File: config.mk
export PLATFORM = sky130hd
export DESIGN_NAME = seqcmd_detector
export DESIGN_NICKNAME = d
export VERILOG_FILES = /design/src/rtl/seqcmd_pkg.sv /design/src/rtl/seqcmd_match.sv /design/src/rtl/seqcmd_fsm.sv /design/src/rtl/seqcmd_detector.sv
export SDC_FILE = /design/constraint.sdc
export NUM_CORES = 1
export LEC_CHECK = 0
export BUFFER_PORTS_ARGS = -buffer_cell sky130_fd_sc_hd__buf_2
export CAP_MARGIN = 25
export CELL_PAD_IN_SITES_DETAIL_PLACEMENT = 0
export CELL_PAD_IN_SITES_GLOBAL_PLACEMENT = 1
export CORE_AREA = 2 2 51 53
export CTS_CLUSTER_SIZE = 25
export DETAILED_ROUTE_END_ITERATION = 10
export DIE_AREA = 0 0 53 55
export PLACE_DENSITY = 0.67
export SLEW_MARGIN = 20
export SYNTH_ARGS = -nofsm -noshare
export SYNTH_HDL_FRONTEND = slang
export SYNTH_SLANG_ARGS = --single-unit
File: constraint.sdc
create_clock -name clk -period 1.7 [get_ports clk]
set_input_delay 0.255 -clock clk [delete_from_list [all_inputs] [get_ports clk]]
set_output_delay 0.255 -clock clk [all_outputs]
set_load 0.03 [all_outputs]
File: src/rtl/seqcmd_pkg.sv
package seqcmd_pkg;
  localparam int PREFIX_LEN = 5;
  localparam int N_CMD      = 4;

  typedef enum logic [1:0] {
    CMD_STORE  = 2'd0,
    CMD_RECALL = 2'd1,
    CMD_AS_OFF = 2'd2,
    CMD_AS_ON  = 2'd3
  } cmd_e;

  // Ordered prefix shared by every command
  localparam logic [15:0] PREFIX_ADDR [PREFIX_LEN] =
    '{16'h4E38, 16'hB1C7, 16'h83E0, 16'h7C1F, 16'h703F};

  // Final address per command, indexed by cmd_e value
  localparam logic [15:0] FINAL_ADDR [N_CMD] =
    '{16'h8FC0, 16'h4C63, 16'h8B45, 16'h4B46};
endpackage

File: src/rtl/seqcmd_match.sv
module seqcmd_match
  import seqcmd_pkg::*;
#(
  parameter int KEY_LSB = 2,
  parameter int KEY_MSB = 14,
  localparam int KEY_W  = KEY_MSB - KEY_LSB + 1
) (
  input  logic [KEY_W-1:0]      key,
  output logic [PREFIX_LEN-1:0] pre_hit,
  output logic [N_CMD-1:0]      fin_hit
);
  // one comparator per pattern
  for (genvar i = 0; i < PREFIX_LEN; i++) begin : g_pre
    assign pre_hit[i] = (key == PREFIX_ADDR[i][KEY_MSB:KEY_LSB]);
  end
  for (genvar j = 0; j < N_CMD; j++) begin : g_fin
    assign fin_hit[j] = (key == FINAL_ADDR[j][KEY_MSB:KEY_LSB]);
  end
endmodule

File: src/rtl/seqcmd_fsm.sv
module seqcmd_fsm
  import seqcmd_pkg::*;
#(
  localparam int STEP_W = $clog2(PREFIX_LEN + 1)
) (
  input  logic                  clk,
  input  logic                  rst_n,
  input  logic                  cyc_valid,
  input  logic                  cyc_write,
  input  logic                  busy,
  input  logic [PREFIX_LEN-1:0] pre_hit,
  input  logic [N_CMD-1:0]      fin_hit,
  output logic [STEP_W-1:0]     step,
  output logic                  cmd_valid,
  output logic [1:0]            cmd_code
);
  localparam logic [STEP_W-1:0] LAST = STEP_W'(PREFIX_LEN);

  logic       cur_hit;
  logic       any_fin;
  logic [1:0] code_nxt;

  always_comb begin
    cur_hit = 1'b0;
    for (int i = 0; i < PREFIX_LEN; i++)
      if (step == STEP_W'(i)) cur_hit = pre_hit[i];
  end

  always_comb begin
    any_fin  = |fin_hit;
    code_nxt = 2'd0;
    for (int j = N_CMD - 1; j >= 0; j--)
      if (fin_hit[j]) code_nxt = 2'(j);
  end

  always_ff @(posedge clk) begin
    if (!rst_n) begin
      step      <= '0;
      cmd_valid <= 1'b0;
      cmd_code  <= 2'd0;
    end else begin
      cmd_valid <= 1'b0;
      if (busy) begin
        step <= '0;
      end else if (cyc_valid) begin
        if (cyc_write) begin
          step <= '0;
        end else if (step == LAST && any_fin) begin
          cmd_valid <= 1'b1;
          cmd_code  <= code_nxt;
          step      <= '0;
        end else if (step != LAST && cur_hit) begin
          step <= step + 1'b1;
        end else if (pre_hit[0]) begin
          step <= STEP_W'(1);
        end else begin
          step <= '0;
        end
      end
    end
  end
endmodule

File: src/rtl/seqcmd_detector.sv
module seqcmd_detector
  import seqcmd_pkg::*;
#(
  parameter int ADDR_W  = 19,
  parameter int KEY_LSB = 2,
  parameter int KEY_MSB = 14,
  localparam int KEY_W  = KEY_MSB - KEY_LSB + 1,
  localparam int STEP_W = $clog2(PREFIX_LEN + 1)
) (
  input  logic              clk,
  input  logic              rst_n,
  input  logic              cyc_valid,
  input  logic              cyc_write,
  input  logic [ADDR_W-1:0] cyc_addr,
  input  logic              busy,
  output logic              cmd_valid,
  output logic [1:0]        cmd_code,
  output logic [STEP_W-1:0] progress
);
  logic [KEY_W-1:0]      key;
  logic [PREFIX_LEN-1:0] pre_hit;
  logic [N_CMD-1:0]      fin_hit;
  logic                  unused_addr_bits;

  assign key = cyc_addr[KEY_MSB:KEY_LSB];
  assign unused_addr_bits = ^{cyc_addr[ADDR_W-1:KEY_MSB+1], cyc_addr[KEY_LSB-1:0]};

  seqcmd_match #(.KEY_LSB(KEY_LSB), .KEY_MSB(KEY_MSB)) u_match (
    .key     (key),
    .pre_hit (pre_hit),
    .fin_hit (fin_hit)
  );

  seqcmd_fsm u_fsm (
    .clk       (clk),
    .rst_n     (rst_n),
    .cyc_valid (cyc_valid),
    .cyc_write (cyc_write),
    .busy      (busy),
    .pre_hit   (pre_hit),
    .fin_hit   (fin_hit),
    .step      (progress),
    .cmd_valid (cmd_valid),
    .cmd_code  (cmd_code)
  );
endmodule

==> flow_summary.ini <==
[die]
fp.dieArea_um2 = 2915
ios = 30
coreArea_um2 = 2365
start_util = 0.2619
fp.dieH_um = 55
rows = 18
die_w_um = 53

[run]
max_cap_violations = 0

[clocking]
cts-root-buf = clkbuf_4
clock-sinks = 6
cts_tree = built
clockBufferDepth = 2
cts.reportedPaths.clkPinSlew_ns = 0.05
cts_buffers = 3
hold_buffers = 0
h-tree-depth = 1
insertion_delay_ns = 0.25

[drt]
routed_wl_um = 1684
ant_nets = 0
via_per_inst = 5.080
first_iter_violations = 14
drc = 0
vias = 696
wl_met2_um = 866
wl_met3_um = 79
wl_per_cell_um = 12.29
m1WireLength_um = 723
top_layer = met4
drt_pre_antenna_iters = 4

[worst_hold_path]
min_path_type = input port to flip-flop

[timing]
hold_violations = 0
min_period_ns = 1.637
slew_headroom = 0.6756
rsz0062_at_grt = true
slew_violations = 0
layout_setup_ws_ns = 0.06298
setup_viol = 0
period_share = 0.9630
hold-worst-slack_ns = 0.2510
fmax_mhz = 610.9
worstMarginPinSlew_ns = 0.4798
skew_ns = 0.004735

[synth]
yosys_warnings = 0
synthDominantCellAreaShare = 0.1939
syn_inst = 72
syn_avg_cell_area_um2 = 8.602
netlist_area_um2 = 619.3
synth_top_area_cell = dfxtp_1
synth.area.top_cells = dfxtp_1 (19%), ha_1 (10%), nand4_1 (7.1%), nor4b_4 (3.8%), nor4bb_1 (3.2%)
seq_area_frac_synth = 0.1939
synth.distinct_cells = 36
synth_nets = 101
ys_seq_elements = 6

[global_routing]
grt_pass1_vias = 676
antenna_found_initial = 0
grt_pass1_wl_um = 2835
grtUsageTotal = 0.1348
grt.overflow.total = 0
grt_start_max_net_pins = 6

[status]
status = finished clean

[setup_path]
cp-end-kind = flip-flop
r2r_setup_slack_ns = 0.06
startpoint_type = flip-flop
cp_slowest_stage_delay_ns = 0.36
cp_top_family = compound AO/OA/AOI/OAI gates
cp_num_buf_inv = 1
crit_fanout = 5
arrival_ns = 1.78
slowest_stage = dfxtp_4
crit_type = flip-flop to flip-flop
worstPathCellList = inv_2, ha_4, and4b_1, a41oi_1, o21ai_1, a211o_2, o311ai_1
required_ns = 1.84

[place]
placed_cells = 133
port_buffers = 23
gp_congestion = 0.8604
place_ws_ns = 0.03901
place_area_um2 = 834.6
dpl.hpwl_um = 1420

[cells_and_area]
area_growth_pct = 48.69
fin_cells = 137
drive_gt1_frac = 0.4953
layout_common_cells = buf_2 (23), buf_4 (9), nand4_1 (7)
final_common_cell = buf_2
fin_nets = 138
stdcell_area_um2 = 920.9
antennaDiodeCount = 0

[pwr]
power_leakage_nw = 0.3713
vdd_drop_max_uv = 308.3
power.density_nw_per_um2 = 360.4
-- cells in the mapped netlist --
cell type,number
a41oi_1,1
o21a_1,1
ha_1,5
inv_1,5
nor3b_1,2
o211a_1,1
o31ai_1,2
and3b_1,1
a21oi_1,2
or3_1,1
nand2_1,4
nor2b_1,3
and3_1,2
nand4b_1,1
or2_2,1
o21bai_1,1
a211oi_2,1
nor3_1,2
and4b_2,1
and2_1,1
nand4_1,7
nor4b_2,1
a211o_2,1
nor2_1,4
a31oi_2,1
a2111oi_2,1
o211ai_1,1
dfxtp_1,6
nand2b_1,3
o21ai_0,1
and4b_1,1
nor4b_4,1
o311ai_1,1
nor4bb_1,2
o21ai_1,1
nor4b_1,2
-- metal layers --
layer | up-vias | GRT usage
met2 | 15 | 0.2438
met1 | 325 | 0.1410
met4 | 0 | 0.06838
li1 | 354 | -
met3 | 2 | 0.04301
met5 | - | 0
-- state kept, by name, summed over array words and instances (netlist names) --
signal and cells:
u_fsm.step 3, u_fsm.cmd_code 2, u_fsm.cmd_valid 1
-- worst reg2reg max path, delay by kind of cell, from the launching register on --
kind	cells	cell delay, ns
buffers and inverters	1	0.06
adders and majority gates	1	0.17
and+or+nand+nor	1	0.19
DFF	1	0.36
AOI/OAI and AO/OA	4	0.75
-- logic make-up (layout without fill, tap and decap cells) --
kind of cell               Yosys count  in the layout  synth area share
and+or+nand+nor                     40             40            0.4566
buffers and inverters                5             40           0.03031
DFF                                  6              6            0.1939
AOI/OAI and AO/OA                   16             16            0.2182
adders and majority gates            5              5            0.1010
-- worst paths after layout --
check                            startpoint                              to  depth (start not counted)
min                                   rst_n  u_fsm.cmd_code[1]$_SDFFE_PN0P_                          2
max              u_fsm.step[1]$_SDFFE_PP0P_      u_fsm.step[0]$_SDFFE_PP0P_                          7
min reg2reg  u_fsm.cmd_code[0]$_SDFFE_PN0P_  u_fsm.cmd_code[0]$_SDFFE_PN0P_                          1
max reg2reg      u_fsm.step[1]$_SDFFE_PP0P_      u_fsm.step[0]$_SDFFE_PP0P_                          7
-- stage by stage --
step | util | TNS (ns) | total power (W)
after floorplan | - | 0 | 0.0001646
after global placement | 0.3529 | 0 | 0.0002046
after detailed placement | 0.3529 | 0 | 0.0002054
after CTS | 0.3624 | 0 | 0.0003424
after global routing | 0.3894 | -0.02717 | 0.0003552
final | 0.3894 | 0 | 0.0003319
-- final cells by class --
| cell class | count | area, um2 |
|---|---|---|
| Clock buffer | 3 | 22.52 |
| Sequential cell | 6 | 127.6 |
| Fill cell | 267 | 1444 |
| Multi-Input combinational cell | 61 | 531.8 |
| Tap cell | 30 | 37.54 |
| Inverter | 5 | 18.77 |
| Timing Repair Buffer | 32 | 182.7 |
-- repair_timing --
| item | in CTS | in global routing |
|---|---|---|
| endpoints found under the hold margin | 0 | 0 |
| setup buffers | 0 | 1 |
| setup endpoints to repair | 0 | 4 |
| gates resized for setup | 0 | 15 |
-- report_power, final --
group	leakage (nW)	switching (W)	internal [W]
sequential	0.0499	0.00000000183	0.000138
clock	0.0138	0.0000507	0.0000798
combinational	0.308	0.0000333	0.0000301
Power figures use the tool's default switching activity.
